## src/rtl/barrel_pkg.sv

```systemverilog
package barrel_pkg;
  typedef enum logic [1:0] {
    TS_READY  = 2'b00,
    TS_FLIGHT = 2'b01,
    TS_PARKED = 2'b10
  } tstate_e;
endpackage

```

## src/rtl/barrel_rst_sync.sv

```systemverilog
module barrel_rst_sync (
  input  logic clk,
  input  logic rst_n,
  output logic rst_sync_n
);
  logic [1:0] sync_q;

  always_ff @(posedge clk or negedge rst_n) begin
    if (!rst_n) sync_q <= 2'b00;
    else        sync_q <= {sync_q[0], 1'b1};
  end

  assign rst_sync_n = sync_q[1];
endmodule

```

## src/rtl/barrel_slot.sv

```systemverilog
module barrel_slot
  import barrel_pkg::*;
(
  input  logic clk,
  input  logic rst_n,
  input  logic issue_hit,
  input  logic done_in,
  input  logic park_in,
  input  logic ret_in,
  output logic is_ready,
  output logic is_parked
);
  tstate_e st_q, st_d;
  logic    st_en;

  always_comb begin
    st_d = st_q;
    unique case (st_q)
      TS_READY:  if (issue_hit) st_d = TS_FLIGHT;
      TS_FLIGHT: begin
        if (park_in)      st_d = TS_PARKED;
        else if (done_in) st_d = TS_READY;
      end
      TS_PARKED: if (ret_in) st_d = TS_READY;
      default:   st_d = TS_READY;
    endcase
  end

  assign st_en = (st_d != st_q);

  always_ff @(posedge clk or negedge rst_n) begin
    if (!rst_n)     st_q <= TS_READY;
    else if (st_en) st_q <= st_d;
  end

  assign is_ready  = (st_q == TS_READY);
  assign is_parked = (st_q == TS_PARKED);
endmodule

```

## src/rtl/barrel_pick.sv

```systemverilog
module barrel_pick #(
  parameter int N     = 8,
  parameter int TID_W = 3
) (
  input  logic [N-1:0]     elig,
  input  logic [TID_W-1:0] start,
  output logic             found,
  output logic [TID_W-1:0] pick
);
  int idx;

  always_comb begin
    found = 1'b0;
    pick  = '0;
    idx   = 0;
    for (int k = 0; k < N; k++) begin
      idx = int'(start) + k;
      if (idx >= N) idx = idx - N;
      if (!found && elig[idx]) begin
        found = 1'b1;
        pick  = TID_W'(idx);
      end
    end
  end
endmodule

```

## src/rtl/barrel_sel.sv

```systemverilog
module barrel_sel #(
  parameter int NTHREADS = 8,
  localparam int TID_W = (NTHREADS > 1) ? $clog2(NTHREADS) : 1
) (
  input  logic                clk,
  input  logic                rst_n,
  input  logic                issue_ack,
  input  logic [NTHREADS-1:0] done_pulse,
  input  logic [NTHREADS-1:0] park_req,
  input  logic [NTHREADS-1:0] mem_ret,
  output logic                sel_valid,
  output logic [TID_W-1:0]    sel_tid
);
  localparam logic [TID_W-1:0] LAST_TID = TID_W'(NTHREADS - 1);

  logic                rst_core_n;
  logic [NTHREADS-1:0] ready_vec;
  logic [NTHREADS-1:0] park_vec;
  logic                take;
  logic [TID_W-1:0]    start_q, start_d;

  barrel_rst_sync u_rst (
    .clk        (clk),
    .rst_n      (rst_n),
    .rst_sync_n (rst_core_n)
  );

  assign take = sel_valid & issue_ack;

  for (genvar g = 0; g < NTHREADS; g++) begin : g_slot
    barrel_slot u_slot (
      .clk       (clk),
      .rst_n     (rst_core_n),
      .issue_hit (take && (sel_tid == TID_W'(g))),
      .done_in   (done_pulse[g]),
      .park_in   (park_req[g]),
      .ret_in    (mem_ret[g]),
      .is_ready  (ready_vec[g]),
      .is_parked (park_vec[g])
    );
  end

  barrel_pick #(.N(NTHREADS), .TID_W(TID_W)) u_pick (
    .elig  (ready_vec),
    .start (start_q),
    .found (sel_valid),
    .pick  (sel_tid)
  );

  always_comb begin
    start_d = (sel_tid == LAST_TID) ? '0 : sel_tid + 1'b1;
  end

  always_ff @(posedge clk or negedge rst_core_n) begin
    if (!rst_core_n) start_q <= '0;
    else if (take)   start_q <= start_d;
  end
endmodule

```

## config.mk

```make
export PLATFORM = sky130hd
export DESIGN_NAME = barrel_sel
export DESIGN_NICKNAME = d
export VERILOG_FILES = /design/src/rtl/barrel_pkg.sv /design/src/rtl/barrel_rst_sync.sv /design/src/rtl/barrel_slot.sv /design/src/rtl/barrel_pick.sv /design/src/rtl/barrel_sel.sv
export SDC_FILE = /design/constraint.sdc
export NUM_CORES = 1
export LEC_CHECK = 0
export BUFFER_PORTS_ARGS = -buffer_cell sky130_fd_sc_hd__buf_4
export CAP_MARGIN = 20
export CORE_UTILIZATION = 55
export DETAILED_ROUTE_END_ITERATION = 10
export PLACE_DENSITY_LB_ADDON = 0.12
export RECOVER_POWER = 25
export SKIP_LAST_GASP = 1
export SYNTH_ARGS = -nofsm -noshare
export SYNTH_HDL_FRONTEND = slang
export SYNTH_HIERARCHICAL = 1
export SYNTH_SLANG_ARGS = --single-unit
```

## constraint.sdc

```tcl
create_clock -name clk -period 4.6 [get_ports clk]
set_input_delay 0.23 -clock clk [delete_from_list [all_inputs] [get_ports clk]]
set_output_delay 0.23 -clock clk [all_outputs]
set_load 0.01 [all_outputs]
```

==> results.cfg <==
[clock_network]
cts-resized-gates = 0
htree_levels = 1
cts_buffers = 3
clockBufferDepth = 2
insertion_delay_ps = 270
numClockSinks = 21
clock-root-buffer = clkbuf_8
tritoncts = built
cts.clk_slew.worst_paths_ps = 80

[logic_synthesis]
ys_ff_latch = 21
synth_ff_type = dfrtp_1
synth_area_mm2 = 0.00214
syn_avg_cell_area_um2 = 10.2
synth_async_sr_flop_share = 1.00
synth_edf_count = 0
syn_nets = 244
ys_seq_area_frac = 0.246
yosys_warnings = 6
syn_inst = 209
yosys.cell_types.count = 48

[setup_path]
start_kind = register
timing.critical_path.mode_cell = ha_1
criticalPathCategory = register to register
crit_required_ps = 4750
crit_arrival_ps = 4100
reg2regPathDepth = 12
path_max_fanout = 10
slowest_delay_ps = 540
crit_path_top_delay_cell = ha_1
timing.critical_path.cells = inv_1 > ha_1 > mux4_2 > and2_4 > or4_4 > a211oi_4 > a2111oi_1 > a21oi_1 > ha_1 > ha_1 > nor2_1 > mux2_4
cp-end-kind = register

[global_routing]
antenna_found_initial = 0
grt_pass1_vias = 1879
grt_max_degree = 23
grt_pass1_wl_mm = 9.13
track_usage = 0.288
grt.overflow.total = 0

[floorplanning]
core_mm2 = 0.00369
die_h_um = 64.3
fp-row-count = 22
start_util = 0.579
num_io_pins = 31
die_area_mm2 = 0.00414
die-width_um = 64.3

[final_layout]
areaGrowthSynthToFinish_pct = 15.2
antenna_cells = 0
layout-drive-gt1-share = 0.364
stdcell_area_mm2 = 0.00246
fin_cells = 287
fin_nets = 275

[drt]
wl_met1_mm = 2.12
drt_iter0_drc = 140
wl_per_cell_um = 18.5
drc_errors = 0
drt-pass1-iter-count = 5
top_layer = met4
vias_per_cell = 6.32
dr_wl_met2_mm = 2.82
ant_nets = 0
via_count = 1815
wl_met3_um = 260
drt-total-wl_mm = 5.32

[sta]
hold_viol_final = 0
fmax_ghz = 0.254
relSlewSlack = 0.394
setup_tns_ps = 0
rsz0062_at_grt = no
worst_pin_slew_ps = 884
hold_ws_ps = 215
drv_slew = 0
period_share = 0.857
worst_clock_skew_ps = 5.55
fin_ws_ps = 656
setup_viol = 0
layout_min_cycle_time_ps = 3940

[flow_run]
timing.max_cap.violations = 0

[placed_design]
portBuffers = 30
pre_cts_ws_ps = 733
place_congestion = 0.932
dpl_cell_area_mm2 = 0.00241
dpl.hpwl_mm = 4.06
dp_cells = 282

[run_status]
outcome = completed

[power_and_ir_drop]
power.density_mw_per_mm2 = 797
p_leak_nw = 1.11
vdd_ir_drop_max_v = 0.000364

[min_path]
hold_path_class = primary input to register
timing.hold.worst_path_depth = 3
==> state kept, by name, indices dropped and copies added (netlist names) <==
register	count
g_slot.u_slot/st_q	16
start_q	3
u_rst/sync_q	2
==> through the flow <==
| stage | util | total power [W] |
|---|---|---|
| final | 0.668 | 0.00196 |
| after global placement | 0.653 | 0.00173 |
| after floorplan | - | 0.00142 |
| after detailed placement | 0.653 | 0.00180 |
| after global routing | 0.668 | 0.00210 |
| after CTS | 0.669 | 0.00194 |
==> synth_stat cells (5+ instances only) <==
master | number | area (µm²)
a21o_1 | 12 | 90.1
a21oi_1 | 10 | 50.1
and2b_2 | 8 | 70.1
and3_2 | 8 | 60.1
clkbuf_1 | 5 | 18.8
dfrtp_1 | 21 | 526
ha_1 | 8 | 100
inv_1 | 19 | 71.3
mux2i_1 | 6 | 60.1
mux4_2 | 15 | 338
nand2_1 | 10 | 37.5
nor2_1 | 14 | 52.6
nor4b_2 | 8 | 120
o2bb2ai_1 | 9 | 78.8
==> path summary, 6_finish.rpt <==
check,startpoint,endpoint,slack [ps]
setup / recovery,start_q[1],start_q[0],660
hold / removal,mem_ret[1],g_slot[1].u_slot/st_q[1],220
setup reg to reg,start_q[1],start_q[0],660
hold reg to reg,u_rst/sync_q[1],g_slot[4].u_slot/st_q[1],350
max in group asynchronous,u_rst/sync_q[1],g_slot[5].u_slot/st_q[1],3740
min in group asynchronous,rst_n,u_rst/sync_q[1],280
==> power by group <==
part / switching, W / internal, W
logic: 0.000800 / 0.000704
clock network: 0.0000650 / 0.0000605
registers: 0.0000887 / 0.000245
==> per-layer routing <==
layer | up-vias | track usage
li1 | 844 | -
met1 | 880 | 0.366
met2 | 77 | 0.489
met3 | 14 | 0.0446
met4 | 0 | 0.111
met5 | - | 0
==> repair_timing <==
item / in CTS / in global routing
endpoints found under the setup margin: 0 / 0
hold buffers: 1 / 0
endpoints found under the hold margin: 2 / 0
setup buffers: 0 / 0
==> cell usage in the layout, fill, tap and decap left out, drive strengths merged, types with 2 or more instances in the layout <==
cell	instances
a21o	12
o2bb2ai	9
mux2	9
nor2	14
nand3	3
xor2	2
mux4	16
nand4b	2
nor3b	2
nand2	10
o21ai	6
ha	8
inv	20
buf	33
dfrtp	21
clkbuf	4
nor4b	8
nand2b	3
and2	4
and2b	8
nand3b	2
a21oi	10
a211oi	2
a31oi	2
mux2i	6
and3	9
==> area by class of cell <==
cell class              instances  area [µm²]
clock buffers                   3        41.3
clock inverters                 1        5.00
fillers                       310        1230
inverters                      20        75.1
multi-input cells             159        1490
flip-flops and latches         21         526
well taps                      48        60.1
repair buffers                 35         262
==> worst max-delay path, delay by kind of cell, from the launching register on <==
kind / cells / cell delay, ps
flops: 1 / 350
buf+inv: 1 / 100
mux: 2 / 670
fa+ha+maj: 3 / 1000
compound gates: 3 / 930
simple gates: 3 / 780
==> cell families (layout without fill, tap and decap cells) <==
family / count (synthesis) / in the layout / synth area share
AOI/OAI and AO/OA: 51 / 51 / 0.174
xor gates and xnor gates: 2 / 2 / 0.00820
adders and majority gates: 8 / 8 / 0.0468
buffers and inverters: 29 / 59 / 0.0550
DFF: 21 / 21 / 0.246
muxes: 31 / 31 / 0.248
other: 1 / 1 / 0.00175
and+or+nand+nor: 66 / 66 / 0.221
Note: power is estimated with default switching activity, not from simulation.
